`src/rtl/tcop_pkg.sv`:
```
package tcop_pkg;
  typedef enum logic [1:0] {
    RSP_DONE = 2'd0,
    RSP_BUSY = 2'd1,
    RSP_INC  = 2'd2,
    RSP_CANT = 2'd3
  } rsp_e;

  typedef enum logic [2:0] {
    K_REG_WR = 3'd0,
    K_REG_RD = 3'd1,
    K_MEM_LD = 3'd2,
    K_MEM_ST = 3'd3,
    K_DPROC  = 3'd4
  } kind_e;

  localparam int unsigned LINE_FAST = 0;
  localparam int unsigned LINE_NORM = 1;
  localparam int unsigned NUM_LINES = 2;
endpackage

```
`src/rtl/tcop_regfile.sv`:
```
module tcop_regfile #(
  parameter int unsigned DW   = 32,
  parameter int unsigned NREG = 16,
  localparam int unsigned AW  = $clog2(NREG)
) (
  input  logic          clk,
  input  logic          rst_n,
  input  logic          we,
  input  logic [AW-1:0] waddr,
  input  logic [DW-1:0] wdata,
  input  logic [AW-1:0] ra_addr,
  output logic [DW-1:0] ra_data,
  input  logic [AW-1:0] rb_addr,
  output logic [DW-1:0] rb_data
);
  logic [DW-1:0] regs_q [NREG];

  for (genvar gi = 0; gi < NREG; gi++) begin : g_reg
    logic          en;
    logic [DW-1:0] nxt;
    always_comb begin
      en  = we && (waddr == AW'(gi));
      nxt = en ? wdata : regs_q[gi];
    end
    always_ff @(posedge clk or negedge rst_n) begin
      if (!rst_n)  regs_q[gi] <= '0;
      else if (en) regs_q[gi] <= nxt;
    end
  end

  assign ra_data = regs_q[ra_addr];
  assign rb_data = regs_q[rb_addr];
endmodule

```
`src/rtl/tcop_timer.sv`:
```
module tcop_timer #(
  parameter int unsigned DW = 32
) (
  input  logic          clk,
  input  logic          rst_n,
  input  logic          start,
  input  logic [DW-1:0] opnd,
  output logic [DW-1:0] count,
  output logic          finish_hit
);
  logic [DW-1:0] cnt_q, cnt_d;
  logic [DW-1:0] fin_q, fin_d;
  logic [DW-1:0] diff;

  always_comb begin
    cnt_d = cnt_q + DW'(1);
    fin_d = start ? (cnt_q + opnd) : fin_q;
    diff  = cnt_q - fin_q;
  end

  always_ff @(posedge clk or negedge rst_n) begin
    if (!rst_n) begin
      cnt_q <= '0;
      fin_q <= '0;
    end else begin
      cnt_q <= cnt_d;
      if (start) fin_q <= fin_d;
    end
  end

  assign count      = cnt_q;
  assign finish_hit = ~diff[DW-1];
endmodule

```
`src/rtl/tcop_irq_line.sv`:
```
module tcop_irq_line #(
  parameter int unsigned DW = 32
) (
  input  logic          clk,
  input  logic          rst_n,
  input  logic          sched,
  input  logic          rel,
  input  logic [DW-1:0] delay,
  output logic          line_n
);
  logic          pend_q, pend_d;
  logic [DW-1:0] rem_q, rem_d;
  logic          low_q, low_d;

  always_comb begin
    pend_d = pend_q;
    rem_d  = rem_q;
    low_d  = low_q;
    if (pend_q) begin
      rem_d = rem_q - DW'(1);
      if (rem_q == DW'(1)) begin
        pend_d = 1'b0;
        low_d  = 1'b1;
      end
    end
    if (sched) begin
      if (delay == '0) begin
        pend_d = 1'b0;
        low_d  = 1'b1;
      end else begin
        pend_d = 1'b1;
        rem_d  = delay;
        low_d  = low_q;
      end
    end
    if (rel) low_d = 1'b0;
  end

  always_ff @(posedge clk or negedge rst_n) begin
    if (!rst_n) begin
      pend_q <= 1'b0;
      rem_q  <= '0;
      low_q  <= 1'b0;
    end else begin
      pend_q <= pend_d;
      low_q  <= low_d;
      if (pend_q || sched) rem_q <= rem_d;
    end
  end

  assign line_n = ~low_q;
endmodule

```
`src/rtl/tcop_decode.sv`:
```
module tcop_decode
  import tcop_pkg::*;
#(
  parameter int unsigned CP_A      = 4,
  parameter int unsigned CP_B      = 5,
  parameter int unsigned AW        = 4,
  parameter int unsigned LONG_LAST = 4,
  localparam int unsigned WCW      = $clog2(LONG_LAST + 1)
) (
  input  logic           req_valid,
  input  logic           req_first,
  input  logic [2:0]     req_kind,
  input  logic [3:0]     req_cpnum,
  input  logic [31:0]    req_instr,
  input  logic           opnd_zero,
  input  logic           finish_hit,
  input  logic [WCW-1:0] wcnt,
  output logic [1:0]     rsp,
  output logic           rd_en,
  output logic [AW-1:0]  rd_addr,
  output logic [AW-1:0]  opnd_addr,
  output logic           rf_we,
  output logic [AW-1:0]  rf_waddr,
  output logic           rf_src_cnt,
  output logic           busy_start,
  output logic [1:0]     sched,
  output logic [1:0]     rel,
  output logic           wc_we,
  output logic [WCW-1:0] wc_next
);
  logic           is_a, is_b;
  logic [3:0]     opcode;
  logic [AW-1:0]  f_rn, f_rd, f_rm;
  logic           long_x;
  logic [WCW-1:0] eff;
  logic           unused_bits;

  assign is_a        = (req_cpnum == 4'(CP_A));
  assign is_b        = (req_cpnum == 4'(CP_B));
  assign opcode      = req_instr[23:20];
  assign f_rn        = req_instr[16 +: AW];
  assign f_rd        = req_instr[12 +: AW];
  assign f_rm        = req_instr[0 +: AW];
  assign long_x      = req_instr[22];
  assign opnd_addr   = f_rm;
  assign unused_bits = ^{req_instr[31:24], req_instr[11:4]};

  always_comb begin
    rsp        = RSP_DONE;
    rd_en      = 1'b0;
    rd_addr    = f_rn;
    rf_we      = 1'b0;
    rf_waddr   = f_rn;
    rf_src_cnt = 1'b0;
    busy_start = 1'b0;
    sched      = 2'b00;
    rel        = 2'b00;
    wc_we      = 1'b0;
    eff        = req_first ? '0 : wcnt;
    wc_next    = eff + WCW'(1);
    if (req_valid) begin
      if (!(is_a || is_b)) begin
        rsp = RSP_CANT;
      end else begin
        case (kind_e'(req_kind))
          K_REG_WR: rf_we = 1'b1;
          K_REG_RD: rd_en = 1'b1;
          K_MEM_LD, K_MEM_ST: begin
            if (!is_a) begin
              rsp = RSP_CANT;
            end else begin
              rd_addr  = f_rd;
              rf_waddr = f_rd;
              if (kind_e'(req_kind) == K_MEM_LD) rf_we = 1'b1;
              else                               rd_en = 1'b1;
              if (long_x) begin
                wc_we = 1'b1;
                rsp   = (eff == WCW'(LONG_LAST)) ? RSP_DONE : RSP_INC;
              end
            end
          end
          K_DPROC: begin
            case (opcode)
              4'd0: begin
                if (req_first) begin
                  busy_start = 1'b1;
                  rsp        = opnd_zero ? RSP_DONE : RSP_BUSY;
                end else begin
                  rsp = finish_hit ? RSP_DONE : RSP_BUSY;
                end
              end
              4'd1, 4'd2: begin
                if (is_b) sched[opcode == 4'd2] = 1'b1;
                else      rsp = RSP_CANT;
              end
              4'd3, 4'd4: begin
                if (is_b) rel[opcode == 4'd4] = 1'b1;
                else      rsp = RSP_CANT;
              end
              4'd5: begin
                if (is_b) begin
                  rf_we      = 1'b1;
                  rf_waddr   = f_rm;
                  rf_src_cnt = 1'b1;
                end else begin
                  rsp = RSP_CANT;
                end
              end
              default: rsp = RSP_CANT;
            endcase
          end
          default: rsp = RSP_CANT;
        endcase
      end
    end
  end
endmodule

```
`src/rtl/timed_test_cop.sv`:
```
module timed_test_cop
  import tcop_pkg::*;
#(
  parameter int unsigned DW        = 32,
  parameter int unsigned NREG      = 16,
  parameter int unsigned CP_A      = 4,
  parameter int unsigned CP_B      = 5,
  parameter int unsigned LONG_LAST = 4
) (
  input  logic          clk,
  input  logic          rst_n,
  input  logic          req_valid,
  input  logic          req_first,
  input  logic [2:0]    req_kind,
  input  logic [3:0]    req_cpnum,
  input  logic [31:0]   req_instr,
  input  logic [DW-1:0] req_wdata,
  output logic [1:0]    resp_code,
  output logic [DW-1:0] resp_rdata,
  output logic          fiq_n,
  output logic          irq_n
);
  localparam int unsigned AW  = $clog2(NREG);
  localparam int unsigned WCW = $clog2(LONG_LAST + 1);

  logic           rd_en, rf_we, rf_src_cnt, busy_start, finish_hit;
  logic [AW-1:0]  rd_addr, opnd_addr, rf_waddr;
  logic [DW-1:0]  ra_data, opnd, count, rf_wdata;
  logic [1:0]     sched, rel;
  logic           wc_we;
  logic [WCW-1:0] wc_next, wcnt_q;
  logic [NUM_LINES-1:0] line_n;

  tcop_decode #(
    .CP_A(CP_A), .CP_B(CP_B), .AW(AW), .LONG_LAST(LONG_LAST)
  ) u_dec (
    .req_valid (req_valid),
    .req_first (req_first),
    .req_kind  (req_kind),
    .req_cpnum (req_cpnum),
    .req_instr (req_instr),
    .opnd_zero (opnd == '0),
    .finish_hit(finish_hit),
    .wcnt      (wcnt_q),
    .rsp       (resp_code),
    .rd_en     (rd_en),
    .rd_addr   (rd_addr),
    .opnd_addr (opnd_addr),
    .rf_we     (rf_we),
    .rf_waddr  (rf_waddr),
    .rf_src_cnt(rf_src_cnt),
    .busy_start(busy_start),
    .sched     (sched),
    .rel       (rel),
    .wc_we     (wc_we),
    .wc_next   (wc_next)
  );

  assign rf_wdata = rf_src_cnt ? count : req_wdata;

  tcop_regfile #(.DW(DW), .NREG(NREG)) u_rf (
    .clk    (clk),
    .rst_n  (rst_n),
    .we     (rf_we),
    .waddr  (rf_waddr),
    .wdata  (rf_wdata),
    .ra_addr(rd_addr),
    .ra_data(ra_data),
    .rb_addr(opnd_addr),
    .rb_data(opnd)
  );

  tcop_timer #(.DW(DW)) u_tmr (
    .clk       (clk),
    .rst_n     (rst_n),
    .start     (busy_start),
    .opnd      (opnd),
    .count     (count),
    .finish_hit(finish_hit)
  );

  for (genvar gl = 0; gl < NUM_LINES; gl++) begin : g_line
    tcop_irq_line #(.DW(DW)) u_line (
      .clk   (clk),
      .rst_n (rst_n),
      .sched (sched[gl]),
      .rel   (rel[gl]),
      .delay (opnd),
      .line_n(line_n[gl])
    );
  end

  always_ff @(posedge clk or negedge rst_n) begin
    if (!rst_n)     wcnt_q <= '0;
    else if (wc_we) wcnt_q <= wc_next;
  end

  assign resp_rdata = rd_en ? ra_data : '0;
  assign fiq_n      = line_n[LINE_FAST];
  assign irq_n      = line_n[LINE_NORM];
endmodule

```
`config.mk`:
```
export PLATFORM = sky130hd
export DESIGN_NAME = timed_test_cop
export DESIGN_NICKNAME = d
export VERILOG_FILES = /design/src/rtl/tcop_pkg.sv /design/src/rtl/tcop_regfile.sv /design/src/rtl/tcop_timer.sv /design/src/rtl/tcop_irq_line.sv /design/src/rtl/tcop_decode.sv /design/src/rtl/timed_test_cop.sv
export SDC_FILE = /design/constraint.sdc
export NUM_CORES = 2
export LEC_CHECK = 0
export BUFFER_PORTS_ARGS = -buffer_cell sky130_fd_sc_hd__buf_2
export CAP_MARGIN = 20
export CORE_ASPECT_RATIO = 0.75
export CORE_UTILIZATION = 60
export DETAILED_ROUTE_END_ITERATION = 12
export PLACE_DENSITY = 0.77
export RECOVER_POWER = 25
export SLEW_MARGIN = 20
export SYNTH_ARGS = -nofsm -noshare
export SYNTH_HDL_FRONTEND = slang
export SYNTH_SLANG_ARGS = --single-unit
```
`constraint.sdc`:
```
create_clock -name clk -period 5.1 [get_ports clk]
set_input_delay 0.765 -clock clk [delete_from_list [all_inputs] [get_ports clk]]
set_output_delay 0.765 -clock clk [all_outputs]
set_load 0.01 [all_outputs]
```
Word level (Yosys, flattened, before mapping). Cells that the tools add are included.

Register bits: 647. Logic and storage cells: 198.

Muxes and demuxes: 90. Magnitude comparators: 6. Eq/ne operators: 31. $add $sub $neg: 6. Reduce and logical (&&, ||, !) cells: 36. Bitwise gates (word level): 4.

Operators with widths (number): 2-to-1 mux 32 bit (12); binary-select mux 32 bit (select 4 bit) (2); == test 32 x 1 -> 1 bit, second input constant (2); subtractor 32 x 1 -> 32 bit, second input constant (2); 2-to-1 mux 1 bit (43); 2-to-1 mux 2 bit (17); adder 32 x 1 -> 32 bit, second input constant (1); adder 32 bit (1); == test 4 x 3 -> 1 bit, second input constant (8); == test 4 bit, second input constant (8); zero test 32 bit (1); 2-to-1 mux 4 bit (8); subtractor 32 bit (1); logical AND 1 bit (18); == test 4 x 2 -> 1 bit, second input constant (4); nonzero test 3 bit (4); >= comparator 5 bit, second input constant (2); inverter 4 -> 5 bit (2); == test 4 x 1 -> 1 bit, second input constant (2); zero test 4 bit (2); case mux 4 bit (2 select lines) (1); OR reduction 2 bit (4); == test 3 x 2 -> 1 bit, second input constant (2); == test 3 bit, second input constant (2); 16 further kinds (24).

Longest topological paths before layout.
Depth after elaboration: 12. Depth in mapped cells: 19. Depth with buffers taken out: 14.

Cells and area by module. A second synthesis with hierarchy kept.

Cells, all modules: 2852. Area, all modules: 36951.7 um2.

By module, submodules not included: tcop_regfile (cells an instance 1676, times used 1, area an instance 26465.4 um2, sequential area each 12812.3 um2); tcop_timer (cells an instance 579, times used 1, area an instance 5078.6 um2, sequential area each 1601.5 um2); tcop_irq_line (cells an instance 218, times used 2, area an instance 1961.9 um2, sequential area each 850.8 um2); timed_test_cop (cells an instance 88, times used 1, area an instance 930.9 um2, sequential area each 75.1 um2); tcop_decode (cells an instance 73, times used 1, area an instance 553.0 um2, sequential area each 0.0 um2).

Worst setup path after synthesis. Ideal clock, no wire load.

Path kind: in2reg. Start point: input req_instr[1]. End point: register u_tmr.fin_q[30]. Stages on the path: 18. Path slack: 0.261 ns. Library setup time: 0.136 ns. Required time: 4.964 ns. Arrival: 4.703 ns. Cells stage by stage: clkbuf_1 > buf_2 > buf_4 > buf_2 > clkbuf_1 > mux4_2 > a221oi_1 > inv_1 > ha_1 > and4_1 > and3_1 > a21o_1 > a211oi_1 > o21a_1 > o211ai_1 > a31oi_1 > xor2_1 > o21ai_0.

Word-level cells in the longest chain between the ends: 5.

Ends and longest elaborated chain: start: declaration (RTL line timed_test_cop.sv:16) `input logic [31:0] req_instr,`; inverter 4 -> 5 bit (not written as such) (RTL line tcop_regfile.sv:32) `assign rb_data = regs_q[rb_addr];`; binary-select mux 32 bit (select 4 bit) (RTL line tcop_regfile.sv:32); 2-to-1 mux 32 bit (not written as such) (2 in a row) (RTL line tcop_regfile.sv:32); adder 32 bit (RTL line tcop_timer.sv:17) `fin_d = start ? (cnt_q + opnd) : fin_q;`; end signal: assignment (RTL line tcop_timer.sv:27) `if (start) fin_q <= fin_d;`; end: declaration (RTL line tcop_timer.sv:12) `logic [DW-1:0] fin_q, fin_d;`.

No other way between the ends. The select of a mux whose other input is x is not followed. A chain may end at the register's enable or synchronous reset.

Final worst setup path.
Start point: input req_instr[0]. End point: output resp_code[0].

Word-level cells in the longest chain between the ends: 11.

Ends and longest elaborated chain: inverter 4 -> 5 bit (not written as such) (RTL line tcop_regfile.sv:32); binary-select mux 32 bit (select 4 bit) (RTL line tcop_regfile.sv:32); 2-to-1 mux 32 bit (not written as such) (2 in a row) (RTL line tcop_regfile.sv:32); zero test 32 bit (RTL line timed_test_cop.sv:42) `.opnd_zero (opnd == '0),`; 2-to-1 mux 1 bit (RTL line tcop_decode.sv:87) `rsp = opnd_zero ? RSP_DONE : RSP_BUSY;`; 2-to-1 mux 2 bit (RTL line tcop_decode.sv:85) `if (req_first) begin`; case mux 2 bit (2 select lines) (RTL line tcop_decode.sv:83) `case (opcode)`; case mux 2 bit (3 select lines) (RTL line tcop_decode.sv:65) `case (kind_e'(req_kind))`; 2-to-1 mux 2 bit (RTL line tcop_decode.sv:62) `if (!(is_a || is_b)) begin`; 2-to-1 mux 2 bit (RTL line tcop_decode.sv:61) `if (req_valid) begin`; end: declaration (RTL line timed_test_cop.sv:18) `output logic [1:0] resp_code,`.

No other way between the ends. The select of a mux whose other input is x is not followed.

==> results.cfg <==
[yosys]
synth-main-ff-cell = dfrtp_1
yosysTopAreaCell = dfrtp_1
netlist.area_leader.share = 0.453
synth_area_mm2 = 0.0357
synth_edf_count = 0
synth-seq-cells = 647
ys_seq_area_frac = 0.453
synth_nets = 4140
async_reset_ff_frac = 1.00
synth_cells = 3996
ys_top_cells_by_count = 1068 x nand2_1, 647 x dfrtp_1, 474 x o21ai_0, 229 x clkbuf_1, 194 x nor2_1
synth.area.top_cells = dfrtp_1 45%, nand2_1 11%, mux4_2 8.7%
synth_cell_type_count = 67
syn_avg_cell_area_um2 = 8.93
synth_most_common_cell = nand2_1
yosysWarnings = 0

[detailed_routing]
firstDrtPassIters = 9
via_per_inst = 6.49
num_vias = 31400
wl_um = 111000
ant_nets = 0
avgRoutedWirePerCell_um = 22.9
drt-initial-drc-count = 4105
drc = 0

[run_status]
violations = capacitance limit, slew limit
outcome = finished with violations

[finish]
regArea_mm2 = 0.0162
final_nets = 4146
final_cells = 4840
fin_area_mm2 = 0.0400
nFillCells = 4521
drive_gt1_frac = 0.130
antenna_cells = 0
area_delta_synth_final_pct = 12.1
multi_input_area_mm2 = 0.0182

[floorplan]
io_pins = 111
start_util = 0.607
row_count = 77
die_h_um = 213
die_width_um = 284
core_mm2 = 0.0589
dieArea_mm2 = 0.0605

[cts]
insertion_delay_ns = 0.62
clock_sinks = 647
tritoncts = yes
cts_setup_buffers = 0
cts_max_level = 3
holdBufCountCts = 0
cts_resized = 0
cts_buffer_depth = 3
root_buffer = clkbuf_16
clk_pin_slew_worst_paths_ns = 0.06
cts_buffers = 66

[worst_hold_path]
whs_path_depth = 2
hp-class = register to register
min_from = u_tmr.fin_q[0]$_DFFE_PN0P_

[global_route]
antenna_found_initial = 0
grt_pass1_wl_um = 172000
grtUsageTotal = 0.370
grt_overflow = 0
grt_max_degree = 143
grt_pass1_vias = 30000

[sta]
rsz0062_at_grt = false
relSlewSlack = -0.669
fmax_mhz = 203
period_share = 0.967
slew_viol_final = 155
hold_viol_final = 0
tightest_slew_ns = 2.50
setup_viol = 0
setup_tns_ns = 0
clock_skew_ns = 0.0308
finalHoldWorstSlack_ns = 0.457
min_period_ns = 4.93

[critical_path]
max_stage_delay_ns = 0.60
crit_start = req_instr[0]
path_buf_inv = 4
crit_fanout = 17
crit_path_frequent_cell = mux4_2
worstPathCellList = buf_8 > buf_12 > buf_4 > mux4_2 > mux4_2 > or4_1 > nor4_1 > nand4_2 > o211ai_1 > o21ai_0 > buf_2
r2r-start = u_rf.regs_q[354]$_DFFE_PN0P_
crit_cells = 11
cpMaxStageDelayCell = mux4_2
crit_path_start_kind = input port
cp_data_required_time_ns = 4.34
crit_family = simple AND/OR/NAND/NOR gates
end_kind = output port
worst-setup-path-type = input port to output port
r2r_cells = 16
cp_data_arrival_time_ns = 4.17

[placement]
place_area_mm2 = 0.0378
hpwl_um = 70000
port_buffers = 94
dp_cells = 4723
gp_congestion = 0.961

[pwr]
power_density_mw_per_mm2 = 295
p_leak_uw = 0.0173
ir_drop_mv = 0.238

[run]
maxCapViolCount = 3
## flip-flops by register name, summed over array words and instances, names as in the netlist
register	flops
u_tmr.fin_q	32
u_tmr.count	32
u_rf.regs_q	512
g_line.u_line.rem_q	64
g_line.u_line.pend_q	2
wcnt_q	3
g_line.u_line.low_q	2
## final timing paths
check	slack [ns]	to
worst max-delay path	0.17	resp_code[0]
worst min-delay path	0.46	u_tmr.fin_q[0]$_DFFE_PN0P_
worst max register to register	0.88	u_tmr.fin_q[30]$_DFFE_PN0P_
worst min register to register	0.46	u_tmr.fin_q[0]$_DFFE_PN0P_
max in group asynchronous	1.54	u_rf.regs_q[105]$_DFFE_PN0P_
min in group asynchronous	0.94	u_tmr.fin_q[27]$_DFFE_PN0P_
## power breakdown
part	internal, uW	switching [uW]
Sequential	5280	128
Combinational	442	779
Clock	3070	2120
Total	8790	3030
## per-layer routing
metal  vias up  GRT usage  wire, um
li1      14000          -         -
met1     15200      0.523     45000
met2      1852      0.560     49300
met3       310     0.0724     12300
met4         0      0.162      4470
met5         -          0         0
## placed cells by master (no fill, tap or decap), types with 17 or more instances in the layout
| master | instances |
|---|---|
| clkbuf_16 | 68 |
| o21ai_1 | 30 |
| mux2i_1 | 49 |
| ha_1 | 68 |
| nor2_1 | 194 |
| o21ai_0 | 474 |
| buf_4 | 98 |
| a31oi_1 | 66 |
| a221oi_1 | 17 |
| clkbuf_1 | 17 |
| a21o_1 | 21 |
| xnor2_1 | 77 |
| inv_1 | 67 |
| dfrtp_1 | 647 |
| mux4_2 | 138 |
| nand2_1 | 1064 |
| nand3_1 | 162 |
| a311oi_1 | 65 |
| nor3_1 | 27 |
| a21oi_1 | 176 |
| buf_2 | 91 |
| xor2_1 | 36 |
| nor4_1 | 24 |
| buf_12 | 42 |
| and3_1 | 81 |
| o22ai_1 | 32 |
## logic make-up after synthesis
family	synth area share
xor+xnor	0.0277
fa+ha+maj	0.0244
mux	0.104
compound gates	0.152
flops	0.453
simple gates	0.196
buf+inv	0.0420
## layout make-up
type / instances / share of cell area
Timing Repair Buffer: 239 / 0.0521
Clock inverter: 23 / 0.00969
Multi-Input combinational cell: 2979 / 0.455
Sequential cell: 647 / 0.405
Inverter: 69 / 0.00647
Tap cell: 790 / 0.0247
Clock buffer: 93 / 0.0474
## stage by stage
step	util	setup WS, ns	power (uW)
6_report	0.680	0.167	11800
5_1_grt	0.680	0.123	12200
4_1_cts	0.681	0.263	11800
3_5_place_dp	0.642	0.106	6690
3_3_place_gp	0.642	0.0907	6660
2_1_floorplan	-	0.261	6190
## tightest hold or removal path, cell delays in order, from the launching register on
cell and delay [ns]:
dfrtp_1 0.33, nand2_1 0.05, nand2_1 0.05
Note: power is estimated with default switching activity, not from simulation.
